File: src/rtl/ser_rx_pkg.sv
package ser_rx_pkg;
    typedef enum logic [0:0] {
        RX_IDLE = 1'b0,
        RX_FILL = 1'b1
    } rx_state_e;
endpackage

File: src/rtl/ser_rx_sync.sv
// Optional input synchronizer: a chain of flops on the shift clock,
// bypassed when the source already shares the clock.
module ser_rx_sync #(
    parameter int SYNC_STAGES = 2
) (
    input  logic clk,
    input  logic rst_n,
    input  logic ser_in,
    input  logic async_sel,
    output logic bit_out
);
    logic [SYNC_STAGES-1:0] sync_q;

    generate
        for (genvar g = 0; g < SYNC_STAGES; g++) begin : g_sync
            if (g == 0) begin : g_first
                always_ff @(posedge clk or negedge rst_n) begin
                    if (!rst_n) sync_q[0] <= 1'b0;
                    else        sync_q[0] <= ser_in;
                end
            end else begin : g_next
                always_ff @(posedge clk or negedge rst_n) begin
                    if (!rst_n) sync_q[g] <= 1'b0;
                    else        sync_q[g] <= sync_q[g-1];
                end
            end
        end
    endgenerate

    assign bit_out = async_sel ? sync_q[SYNC_STAGES-1] : ser_in;
endmodule

File: src/rtl/ser_rx_shifter.sv
// Stage chain with direction chosen by bit order; exposes the next value
// so the holding register can capture a word on its final shift edge.
module ser_rx_shifter #(
    parameter int WORD_W = 8
) (
    input  logic              clk,
    input  logic              rst_n,
    input  logic              clr,
    input  logic              shift_en,
    input  logic              msb_first,
    input  logic              bit_in,
    output logic [WORD_W-1:0] stage_q,
    output logic [WORD_W-1:0] stage_nxt
);
    logic [WORD_W-1:0] shifted;

    always_comb begin
        if (msb_first) shifted = {stage_q[WORD_W-2:0], bit_in};
        else           shifted = {bit_in, stage_q[WORD_W-1:1]};
    end

    always_comb begin
        if (clr)           stage_nxt = '0;
        else if (shift_en) stage_nxt = shifted;
        else               stage_nxt = stage_q;
    end

    always_ff @(posedge clk or negedge rst_n) begin
        if (!rst_n) stage_q <= '0;
        else        stage_q <= stage_nxt;
    end
endmodule

File: src/rtl/ser_rx_ctrl.sv
// Word framing by shift count: state register, next-state logic and
// a registered output process for the completion strobe.
module ser_rx_ctrl
    import ser_rx_pkg::*;
#(
    parameter int WORD_W = 8
) (
    input  logic clk,
    input  logic rst_n,
    input  logic clr,
    input  logic shift_en,
    output logic load_word,
    output logic word_vld
);
    localparam int CNT_W = (WORD_W > 1) ? $clog2(WORD_W) : 1;
    localparam logic [CNT_W-1:0] LAST = CNT_W'(WORD_W - 1);

    rx_state_e        state_q, state_d;
    logic [CNT_W-1:0] cnt_q, cnt_d;
    logic             accept;

    assign accept    = shift_en && !clr;
    assign load_word = accept && (cnt_q == LAST);

    // next state and count
    always_comb begin
        state_d = state_q;
        cnt_d   = cnt_q;
        unique case (state_q)
            RX_IDLE: begin
                if (accept) begin           // start
                    state_d = RX_FILL;
                    cnt_d   = cnt_q + 1'b1;
                end
            end
            RX_FILL: begin
                if (load_word) begin        // finish
                    state_d = RX_IDLE;
                    cnt_d   = '0;
                end else if (accept) begin
                    cnt_d   = cnt_q + 1'b1;
                end
            end
            default: begin
                state_d = RX_IDLE;
                cnt_d   = '0;
            end
        endcase
        if (clr) begin                      // abort
            state_d = RX_IDLE;
            cnt_d   = '0;
        end
    end

    // state register
    always_ff @(posedge clk or negedge rst_n) begin
        if (!rst_n) begin
            state_q <= RX_IDLE;
            cnt_q   <= '0;
        end else begin
            state_q <= state_d;
            cnt_q   <= cnt_d;
        end
    end

    // outputs
    always_ff @(posedge clk or negedge rst_n) begin
        if (!rst_n) word_vld <= 1'b0;
        else        word_vld <= load_word;
    end
endmodule

File: src/rtl/ser_rx_latch.sv
// Holding register for the last completed word.
module ser_rx_latch #(
    parameter int WORD_W = 8
) (
    input  logic              clk,
    input  logic              rst_n,
    input  logic              load,
    input  logic [WORD_W-1:0] d,
    output logic [WORD_W-1:0] q
);
    always_ff @(posedge clk or negedge rst_n) begin
        if (!rst_n)    q <= '0;
        else if (load) q <= d;
    end
endmodule

File: src/rtl/ser_word_rx.sv
module ser_word_rx #(
    parameter int WORD_W      = 8,
    parameter int SYNC_STAGES = 2
) (
    input  logic              clk,
    input  logic              rst_n,
    input  logic              ser_in,
    input  logic              shift_en,
    input  logic              msb_first,
    input  logic              clr,
    input  logic              async_sel,
    output logic [WORD_W-1:0] stage_q,
    output logic [WORD_W-1:0] word_q,
    output logic              word_vld
);
    logic              bit_sel;
    logic              load_word;
    logic [WORD_W-1:0] stage_nxt;

    initial begin
        if (WORD_W < 2)      $error("WORD_W must be at least 2");
        if (SYNC_STAGES < 2) $error("SYNC_STAGES must be at least 2");
    end

    ser_rx_sync #(.SYNC_STAGES(SYNC_STAGES)) u_sync (
        .clk(clk), .rst_n(rst_n), .ser_in(ser_in),
        .async_sel(async_sel), .bit_out(bit_sel)
    );

    ser_rx_shifter #(.WORD_W(WORD_W)) u_shift (
        .clk(clk), .rst_n(rst_n), .clr(clr), .shift_en(shift_en),
        .msb_first(msb_first), .bit_in(bit_sel),
        .stage_q(stage_q), .stage_nxt(stage_nxt)
    );

    ser_rx_ctrl #(.WORD_W(WORD_W)) u_ctrl (
        .clk(clk), .rst_n(rst_n), .clr(clr), .shift_en(shift_en),
        .load_word(load_word), .word_vld(word_vld)
    );

    ser_rx_latch #(.WORD_W(WORD_W)) u_hold (
        .clk(clk), .rst_n(rst_n), .load(load_word),
        .d(stage_nxt), .q(word_q)
    );
endmodule

File: config.mk
export PLATFORM = sky130hd
export DESIGN_NAME = ser_word_rx
export DESIGN_NICKNAME = d
export VERILOG_FILES = /design/src/rtl/ser_rx_pkg.sv /design/src/rtl/ser_rx_sync.sv /design/src/rtl/ser_rx_shifter.sv /design/src/rtl/ser_rx_ctrl.sv /design/src/rtl/ser_rx_latch.sv /design/src/rtl/ser_word_rx.sv
export SDC_FILE = /design/constraint.sdc
export NUM_CORES = 1
export LEC_CHECK = 0
export BUFFER_PORTS_ARGS = -buffer_cell sky130_fd_sc_hd__buf_2
export CORE_ASPECT_RATIO = 0.9
export CORE_UTILIZATION = 51
export CTS_CLUSTER_DIAMETER = 50
export CTS_CLUSTER_SIZE = 8
export DETAILED_ROUTE_END_ITERATION = 16
export GPL_ROUTABILITY_DRIVEN = 0
export GPL_TIMING_DRIVEN = 0
export PLACE_DENSITY = 0.78
export SETUP_SLACK_MARGIN = 0.5
export SLEW_MARGIN = 20
export SYNTH_ARGS = -nofsm -noshare
export SYNTH_HDL_FRONTEND = slang
export SYNTH_HIERARCHICAL = 1
export SYNTH_SLANG_ARGS = --single-unit
File: constraint.sdc
create_clock -name clk -period 2 [get_ports clk]
set_input_delay 0.3 -clock clk [delete_from_list [all_inputs] [get_ports clk]]
set_output_delay 0.3 -clock clk [all_outputs]
set_load 0.03 [all_outputs]
# Word level (Yosys, flattened, before mapping)
# Cells that the tools add are included.
dict set report word_totals {
  mem_count 0
  romBits 0
  regBits 23
  mem_bits_rw 0
  elab_cells 25
  latch_bits 0
}
dict set report op_classes {
  n_lt_le_gt_ge 0
  n_shift 0
  add_sub_neg 1
  mux 12
  reduce_logical 3
  div_mod_pow 0
  multipliers 0
  n_eq_ne 1
  bitwise 1
}
# operator n
set op_table {}
lappend op_table {{two-way mux 8 bit} 3}
lappend op_table {{two-way mux 3 bit} 3}
lappend op_table {{one-hot mux 3 bit (2 select lines)} 1}
lappend op_table {{two-way mux 1 bit} 4}
lappend op_table {{adder 3 x 1 -> 3 bit, second input constant} 1}
lappend op_table {{equality test 3 bit, second input constant} 1}
lappend op_table {{logical AND 1 bit} 2}
lappend op_table {{one-hot mux 1 bit (2 select lines)} 1}
lappend op_table {{zero test 1 bit} 1}
lappend op_table {{inverter 1 bit} 1}

# Logic depth before layout (Yosys ltp)
# Gate-level depths: netlist of the first run.
dict set report depth {
  word_depth 6
  mapped_depth 6
  ltp_nobuf 5
}

# Cells and area by module
# Netlist of the first run, hierarchy kept.
# mod cells_per_inst n_inst seq_area_each_um2 area_per_inst_um2
set modules_own_cells {}
lappend modules_own_cells {ser_rx_shifter 36 1 200.2 406.6}
lappend modules_own_cells {ser_rx_latch 17 1 200.2 331.6}
lappend modules_own_cells {ser_rx_ctrl 23 1 125.1 237.7}
lappend modules_own_cells {ser_rx_sync 3 1 50.0 65.1}

# Least setup slack after synthesis of the first run
# OpenSTA, ideal clock, no wires.
dict set report synth_path {
  kind {register to register}
  startpoint {register u_ctrl.cnt_q[0]}
  endpoint {register u_hold.q[0]}
  t_arrival_ns 1.283
  path_slack_ns 0.592
  period_less_slack_ns 1.408
  setup_time_ns 0.125
  stages_incl_launch_ff 7
  required_time_ns 1.875
  n_path_buf 1
  path_cell_list {dfrtp_1 > ha_1 > ha_1 > nand2_1 > nor2_1 > buf_6 > mux2_4}
}
dict set report synth_between {
  elab_chain_cells 2
}
# item line_no
set synth_rtl {}
lappend synth_rtl {{start: declaration} ser_rx_ctrl.sv:19} ;# logic [CNT_W-1:0] cnt_q, cnt_d;
lappend synth_rtl {{start signal: assignment} ser_rx_ctrl.sv:62} ;# cnt_q <= cnt_d;
lappend synth_rtl {{equality test 3 bit} ser_rx_ctrl.sv:23} ;# assign load_word = accept && (cnt_q == LAST);
lappend synth_rtl {{logical AND 1 bit} ser_rx_ctrl.sv:23}
lappend synth_rtl {{net load_word} ser_word_rx.sv:17} ;# logic load_word;
lappend synth_rtl {{end signal: assignment} ser_rx_latch.sv:12} ;# if (!rst_n) q <= '0;
lappend synth_rtl {{end signal: assignment} ser_rx_latch.sv:13} ;# else if (load) q <= d;
lappend synth_rtl {{end: declaration} ser_rx_latch.sv:9} ;# output logic [WORD_W-1:0] q
# The timed path passes the listed nets, and every way through them passes these cells.
# A chain may end at the register's enable or synchronous reset.

# Worst setup path in the final report of the first run
dict set report layout_path {
  startpoint {register u_ctrl.cnt_q[1]}
  endpoint {register u_hold.q[5]}
}
# Same word-level chain as after synthesis.

==> results of run 1 <==
area by class of cell:
class                      count  share of cell area, %
multi-input combinational     50                  34.22
sequential                    23                  45.10
tap                           25                  2.451
clock buffer                   4                  2.059
timing repair buffer          27                  11.96
buffer                         6                  4.216
cell families after synthesis:
logic type,share of synthesized area (%)
mux,20.67
buf+inv,5.167
compound gates,7.692
flops,55.29
simple gates,8.774
fa+ha+maj,2.403
through the flow:
step	setup WS, ns	cells	utilization, %	instance area [µm²]	hold slack, ns
3_3_place_gp	0.4762	125	61.50	1177	0.2940
5_1_grt	0.4845	135	66.67	1276	0.08150
4_1_cts	0.5013	133	65.49	1254	0.09750
2_1_floorplan	0.5915	79	-	1041	0.004409
6_report	0.5234	135	66.67	1276	0.1059
3_5_place_dp	0.4448	125	61.50	1177	0.2913
state kept, by name, summed over array words and instances, names as in the netlist:
register         count
u_ctrl/state_q       1
u_hold/q             8
u_sync/sync_q        2
u_shift/stage_q      8
u_ctrl/word_vld      1
u_ctrl/cnt_q         3
routing by layer:
layer,track usage (%),part of all wire [%]
met3,7.071,4.7
met2,34.86,50
met1,23.85,44
met5,0,0
met4,8.571,1.7
cell usage in the layout, fill, tap and decap left out, drive strengths merged:
cell type | netlist | routed
nand3b | 1 | 1
dlygate4sd3 | 0 | 1
dfrtp | 23 | 23
o21ai | 1 | 1
nor2 | 10 | 10
nand2b | 3 | 3
mux2i | 8 | 8
a21oi | 3 | 3
a211oi | 8 | 8
ha | 2 | 2
nand2 | 2 | 2
buf | 5 | 31
nand3 | 3 | 3
mux2 | 9 | 9
clkbuf | 1 | 5
where the power goes:
part	switching [mW]	total, mW	internal, mW
clock	0.125	0.202	0.0779
combinational	0.0718	0.117	0.0456
sequential	0.0149	0.497	0.482
total	0.211	0.816	0.605
repair_timing:
action / in CTS / in global routing
pin swaps: 2 / 2
hold buffers: 1 / 0
setup endpoints to repair: 8 / 8
hold endpoints to repair: 23 / 0
buffers inserted: 3 / 2
gates resized for setup: 4 / 2
synth_stat cells:
cell	number	area share, %
a211oi_1	8	5.8
a21oi_1	3	1.4
buf_1	1	0.36
buf_6	4	4.3
clkbuf_2	1	0.48
dfrtp_1	23	55
ha_1	2	2.4
mux2_4	9	13
mux2i_1	8	7.7
nand2_1	2	0.72
nand2b_1	3	1.8
nand3_1	3	1.4
nand3b_1	1	0.72
nor2_1	8	2.9
nor2_2	2	1.2
o21ai_0	1	0.48
worst max-delay path by stage:
| stage | end | start | cells past startpoint |
|---|---|---|---|
| CTS | u_hold/q[5]$_DFFE_PN0P_ | u_ctrl/cnt_q[1]$_DFF_PN0_ | 6 |
| global route | u_hold/q[5]$_DFFE_PN0P_ | u_ctrl/cnt_q[1]$_DFF_PN0_ | 6 |
| floorplan | u_hold/q[0]$_DFFE_PN0P_ | u_ctrl/cnt_q[0]$_DFF_PN0_ | 6 |
| finish | u_hold/q[5]$_DFFE_PN0P_ | u_ctrl/cnt_q[1]$_DFF_PN0_ | 6 |
| global placement | u_hold/q[5]$_DFFE_PN0P_ | u_ctrl/cnt_q[0]$_DFF_PN0_ | 6 |
| detailed placement | u_hold/q[5]$_DFFE_PN0P_ | u_ctrl/cnt_q[0]$_DFF_PN0_ | 6 |
==> impl_metrics.tcl, run 1 <==
set metrics [dict create \
    die_w_um 49.63 \
    cts_buffers 3 \
    dr.pass1.iters 4 \
    grt_overflow_total 0 \
    vias 711 \
    io_buffers 21 \
    cts.reportedPaths.clkPinSlew_ns 0.11 \
    rsz0062_at_grt "false" \
    htreeDepth 1 \
    powerDensity_mw_per_mm2 639.7 \
    dp_hpwl_mm 1.369 \
    n_fill_cell 159 \
    start_kind "flop" \
    worst_hold_path_type "in2reg" \
    synth_cells 79 \
    path_cells "ha_2 -> ha_4 -> nand2_2 -> nor2_4 -> buf_6 -> mux2_4" \
    grt_start_max_net_pins 24 \
    rr_startpoint "u_ctrl/cnt_q[1]$_DFF_PN0_" \
    core_mm2 0.001914 \
    antennaDiodeCount 0 \
    peakVddDrop_mv 0.6216 \
    cpLargestDelayFamily "flip-flops" \
    syn_nets 88 \
    ant_nets 0 \
    fin_tns_setup_ns 0 \
    cp-end-kind "flop" \
    fp.dieH_um 44.86 \
    ys_ff_latch 23 \
    worst_ep_required_time_ns 2.20 \
    clk_latency_ns 0.30 \
    fmax_ghz 0.6772 \
    grt_pass1_wl_mm 3.194 \
    status "finished, final reports clean" \
    path_class "reg2reg" \
    leakage_nw 0.6500 \
    track_usage_pct 20.43 \
    drc_errors 0 \
    drt-vias-per-instance 5.267 \
    drv_slew 0 \
    wl_mm 1.968 \
    cp_slowest_cell "dfrtp_1" \
    reg2reg_depth 6 \
    fin_crit_sh_pct 73.83 \
    netlist-cell-type-count 16 \
    synth.avg_cell_area_um2 13.18 \
    grt_pass1_vias 684 \
    holdPathStages 1 \
    critical-path-max-stage-delay_ns 0.38 \
    first_iter_violations 15 \
    cts_tree "done" \
    cp_data_arrival_time_ns 1.68 \
    worstReg2RegEnd "u_hold/q[5]$_DFFE_PN0P_" \
    rrSetupSlack_ns 0.52 \
    synthToLayoutAreaGrowth_pct 22.60 \
    initial_utilization_pct 54.38 \
    timing.critical_path.buf_inv 1 \
    whs_endpoint "u_sync/sync_q[0]$_DFF_PN0_" \
    fin_crit_ns 1.477 \
    seqCellArea_um2 575.6 \
    worstHoldStart "ser_in" \
    wl_per_cell_um 14.58 \
    ys_warn_count 6 \
    total_power_mw 0.8164 \
    multi_input_area_um2 436.7 \
    pin_count 24 \
    netlist_area_mm2 0.001041 \
    maxCapViolations 0 \
    cts-root-buf "clkbuf_4" \
    hold_viol_final 0 \
    drive_gt1_share_pct 44.55 \
    setup_viol 0 \
    clock_path_buffers 2 \
    worst_slew_pin_slew_ns 0.4986 \
    num_rows 15 \
    ys_seq_area_share_pct 55.29 \
    finalClockSkew_ns 0.001154 \
    crit_path_max_fanout 8 \
    nets 120 \
    die_area_mm2 0.002226 \
    slew_headroom_pct 66.76 \
    antenna_found_initial 0 \
    cts.sinks 23 \
]
Power figures use the tool's default switching activity.
==> run 2, diff against run 1 <==
Clock period 2 ns to 1.5 ns, I/O delays scaled along.
==> impl_metrics.tcl, run 2 (synthesized netlist as in run 1, its figures left out) <==
set metrics [dict create \
    status "finished, final reports clean" \
    met1_usage_pct 25.11 \
    nets 128 \
    drv_slew 0 \
    powerDensity_mw_per_mm2 754.4 \
    critical-path-max-stage-delay_ns 0.42 \
    drive_gt1_share_pct 64.41 \
    peakVddDrop_mv 0.7407 \
    multi_input_area_um2 508.0 \
    fin_crit_ns 1.450 \
    grt_pass1_wl_mm 3.318 \
    cp-end-kind "flop" \
    synthToLayoutAreaGrowth_pct 47.12 \
    fin_tns_setup_ns 0 \
    netSwitchingFraction_pct 27.41 \
    slew_headroom_pct 64.27 \
    die_w_um 49.63 \
    cts.reportedPaths.clkPinSlew_ns 0.12 \
    track_usage_pct 20.99 \
    drc_errors 0 \
    ant_nets 0 \
    hold_viol_final 0 \
    dp_hpwl_mm 1.330 \
    p_int_mw 0.8386 \
    setup_viol 0 \
    finalClockSkew_ns 0.007541 \
    grt_overflow_total 0 \
    comb_power_share_pct 17.8 \
    worst_ep_required_time_ns 1.70 \
    wl_per_cell_um 16.15 \
    cts_tree "done" \
    fmax_ghz 0.6899 \
    wl_mm 2.310 \
    antennaDiodeCount 0 \
    cp_data_arrival_time_ns 1.65 \
    crit_path_frequent_cell "ha_4" \
    worst_slew_pin_slew_ns 0.5359 \
    initial_utilization_pct 54.38 \
    most-common-layout-cells "buf_6, dfrtp_1, buf_4" \
    clk_latency_ns 0.31 \
    grtUsageMet3_pct 6.061 \
    post_dp_cell_area_mm2 0.001206 \
    rsz0062_at_grt "true" \
    start_kind "flop" \
    cts_buffers 3 \
    path_cells "ha_4 -> ha_4 -> nand2_4 -> nor2_4 -> buf_8 -> mux2_4" \
    fin_area_mm2 0.001531 \
    grt_pass1_vias 728 \
    io_buffers 21 \
    worst_hold_path_type "in2reg" \
    mostFrequentLayoutCell "buf_6" \
    vias 768 \
    worst_hold_slack_ns 0.02299 \
    pin_count 24 \
    num_rows 15 \
    p_sw_mw 0.3167 \
    cp_slowest_cell "dfrtp_1" \
    total_power_mw 1.155 \
    htreeDepth 1 \
    fp.dieH_um 44.86 \
    core_mm2 0.001914 \
    first_iter_violations 11 \
    dr.pass1.iters 4 \
    pwr-share-clk_pct 23.9 \
    grt_start_max_net_pins 24 \
    drt-vias-per-instance 5.371 \
    path_class "reg2reg" \
    reg_top3 "u_hold/q (8), u_shift/stage_q (8), u_ctrl/cnt_q (3)" \
    fin_crit_sh_pct 96.64 \
    fin_util_pct 80.00 \
    maxCapViolations 0 \
    die_area_mm2 0.002226 \
    power_frac_seq_pct 58.2 \
    top_usage_layer "met2" \
    leakage_nw 0.7128 \
    crit_path_max_fanout 8 \
    grtUsageMet2_pct 37.03 \
    cts-root-buf "clkbuf_4" \
    antenna_found_initial 0 \
    cts.sinks 23 \
    seqCellArea_um2 584.3 \
    clock_path_buffers 2 \
    n_fill_cell 113 \
]
-- run 2: final timing paths --
kind,depth (start not counted),slack [ns],start,endpoint
setup / recovery,6,0.05,u_ctrl/cnt_q[0]$_DFF_PN0_,u_hold/q[4]$_DFFE_PN0P_
hold / removal,1,0.02,ser_in,u_sync/sync_q[0]$_DFF_PN0_
setup reg to reg,6,0.05,u_ctrl/cnt_q[0]$_DFF_PN0_,u_hold/q[4]$_DFFE_PN0P_
hold reg to reg,0,0.38,u_sync/sync_q[0]$_DFF_PN0_,u_sync/sync_q[1]$_DFF_PN0_
max in group asynchronous,2,0.73,rst_n,u_shift/stage_q[4]$_DFF_PN0_
min in group asynchronous,2,0.40,rst_n,u_hold/q[5]$_DFFE_PN0P_
-- run 2: routing by layer --
| layer | wire [µm] | up-vias |
|---|---|---|
| met4 | 48 | 0 |
| li1 | - | 357 |
| met1 | 989 | 379 |
| met3 | 108 | 7 |
| met5 | 0 | - |
| met2 | 1164 | 25 |
-- run 2: what timing repair did --
action | CTS | global route
pin swaps | 1 | 2
buffers inserted | 10 | 3
endpoints found under the hold margin | 23 | 0
resized for setup | 40 | 12
setup endpoints to repair | 32 | 35
hold buffers | 1 | 0
-- run 2: worst max-delay path, delay by kind of cell, from the launching register on --
kind | cells | cell delay, ns
adders and majority gates | 2 | 0.30
buffers and inverters | 1 | 0.16
DFF | 1 | 0.42
muxes | 1 | 0.31
and+or+nand+nor | 2 | 0.15
-- run 2: power groups by stage --
stage | clock (mW) | sequential, mW | combinational, mW
6_report | 0.277 | 0.673 | 0.206
5_1_grt | 0.311 | 0.676 | 0.218
2_1_floorplan | 0 | 0.702 | 0.0710
3_5_place_dp | 0 | 0.678 | 0.148
4_1_cts | 0.286 | 0.670 | 0.181
3_3_place_gp | 0 | 0.676 | 0.142
-- run 2: stage by stage --
stage               setup WS (ns)  std cells
finish                    0.05041        143
global route             0.007767        143
CTS                       0.05602        140
detailed placement       0.005121        125
global placement          0.03199        125
floorplan                  0.1284         79
-- run 2: cell type report --
cell class	instances	area share, %
sequential	23	38.15
multi-input combinational	50	33.17
timing repair buffer	35	21.08
buffer	6	3.758
tap	25	2.042
clock buffer	3	1.471
clock inverter	1	0.3268
==> run 3, diff against run 2 <==
Settings changed: BUFFER_PORTS_ARGS -buffer_cell sky130_fd_sc_hd__buf_2 to -buffer_cell sky130_fd_sc_hd__buf_4.
==> impl_metrics.tcl, run 3 (synthesized netlist as in run 1, its figures left out) <==
set metrics [dict create \
    wl_mm 2.115 \
    cts_buffers 3 \
    cts_tree "done" \
    first_iter_violations 6 \
    grt_pass1_wl_mm 3.098 \
    worst_hold_slack_ns 0.03286 \
    drc_errors 0 \
    ant_nets 0 \
    cp_slowest_cell "dfrtp_1" \
    cts.reportedPaths.clkPinSlew_ns 0.11 \
    die_w_um 49.63 \
    fin_tns_setup_ns 0 \
    antennaDiodeCount 0 \
    reg_top3 "u_hold/q (8), u_shift/stage_q (8), u_ctrl/cnt_q (3)" \
    powerDensity_mw_per_mm2 744.0 \
    rsz0062_at_grt "true" \
    die_area_mm2 0.002226 \
    p_int_mw 0.8387 \
    fin_ws_ns 0.03892 \
    fin_crit_sh_pct 97.41 \
    fin_crit_ns 1.461 \
    netSwitchingFraction_pct 26.03 \
    cp-end-kind "flop" \
    fmax_ghz 0.6844 \
    drv_slew 0 \
    pwr-share-clk_pct 23.7 \
    initial_utilization_pct 54.38 \
    crit_path_max_fanout 8 \
    grt_start_max_net_pins 24 \
    p_sw_mw 0.2952 \
    antenna_found_initial 0 \
    most-common-layout-cells "buf_6, buf_4, dfrtp_1" \
    worst_slew_pin_slew_ns 0.4339 \
    worst_ep_required_time_ns 1.70 \
    grt_pass1_vias 704 \
    io_buffers 21 \
    mostFrequentLayoutCell "buf_6" \
    track_usage_pct 19.87 \
    path_cells "ha_2 -> ha_4 -> nand2_4 -> nor2_4 -> buf_8 -> mux2_4" \
    finalClockSkew_ns 0.0008634 \
    cts-root-buf "clkbuf_4" \
    post_dp_cell_area_mm2 0.001259 \
    clk_latency_ns 0.30 \
    n_fill_cell 111 \
    cp_data_arrival_time_ns 1.66 \
    path_class "reg2reg" \
    num_rows 15 \
    dr.pass1.iters 4 \
    hold_viol_final 0 \
    synthToLayoutAreaGrowth_pct 46.39 \
    cts.sinks 23 \
    peakVddDrop_mv 0.6885 \
    vias 766 \
    total_power_mw 1.134 \
    htreeDepth 1 \
    drt-vias-per-instance 5.319 \
    power_frac_seq_pct 59.1 \
    critical-path-max-stage-delay_ns 0.39 \
    fin_area_mm2 0.001524 \
    grt_overflow_total 0 \
    core_mm2 0.001914 \
    clock_path_buffers 2 \
    leakage_nw 0.7298 \
    pin_count 24 \
    setup_viol 0 \
    status "finished, final reports clean" \
    start_kind "flop" \
    dp_hpwl_mm 1.394 \
    slew_headroom_pct 71.08 \
    worst_hold_path_type "in2reg" \
    maxCapViolations 0 \
    preCtsSetupSlack_ns 0.009830 \
    fp.dieH_um 44.86 \
    wl_per_cell_um 14.69 \
    comb_power_share_pct 17.2 \
    drive_gt1_share_pct 62.18 \
    nets 129 \
]
## run 3: power by group through the flow
stage	combinational, mW	sequential [mW]	clock (mW)
detailed placement	0.159	0.678	0
global placement	0.153	0.676	0
CTS	0.180	0.669	0.289
finish	0.195	0.670	0.269
floorplan	0.0710	0.702	0
global route	0.208	0.673	0.303
## run 3: layer usage
layer  vias to the layer above  wire length (µm)  track usage [%]  share of wire [%]
met5                         -                 0                0                  0
met4                         0                 8            9.143               0.38
li1                        360                 -                -                  -
met3                         4                92            6.061                4.3
met1                       377               915            23.30                 43
met2                        25              1099            34.05                 52
## run 3: final timing paths
kind / startpoint / endpoint / slack, ns / cells after the start
max: u_ctrl/cnt_q[1]$_DFF_PN0_ / u_hold/q[6]$_DFFE_PN0P_ / 0.04 / 6
min: ser_in / u_sync/sync_q[0]$_DFF_PN0_ / 0.03 / 1
min reg2reg: u_sync/sync_q[0]$_DFF_PN0_ / u_sync/sync_q[1]$_DFF_PN0_ / 0.37 / 0
min in group asynchronous: rst_n / u_hold/q[1]$_DFFE_PN0P_ / 0.34 / 2
max reg2reg: u_ctrl/cnt_q[1]$_DFF_PN0_ / u_hold/q[6]$_DFFE_PN0P_ / 0.04 / 6
max in group asynchronous: rst_n / u_shift/stage_q[6]$_DFF_PN0_ / 0.92 / 2
## run 3: stage by stage
step | instances | util [%]
after floorplan | 79 | -
after global placement | 125 | 65.75
after detailed placement | 125 | 65.75
after CTS | 138 | 75.62
after global routing | 144 | 79.61
final | 144 | 79.61
## run 3: cell type report
| cell class | count | area (µm²) | share of cell area [%] |
|---|---|---|---|
| timing repair buffer | 36 | 340.3 | 22.33 |
| sequential | 23 | 584.3 | 38.34 |
| buffer | 6 | 57.56 | 3.777 |
| clock buffer | 4 | 26.28 | 1.724 |
| tap | 25 | 31.28 | 2.053 |
| multi-input combinational | 50 | 484.2 | 31.77 |
## run 3: worst max-delay path, delay by kind of cell, from the launching register on
family	cells	cell delay, ns
flip-flops	1	0.39
adder cells (fa/ha/maj)	2	0.34
multiplexers	1	0.31
buffers and inverters	1	0.16
AND/OR/NAND/NOR	2	0.15
## run 3: timing repair
action                     4_1_cts  5_1_grt
buffers inserted                 8        6
hold endpoints to repair        23        0
setup endpoints to repair       31       35
pin swaps                        2        2
hold buffers                     1        0
gates resized for setup         24        8
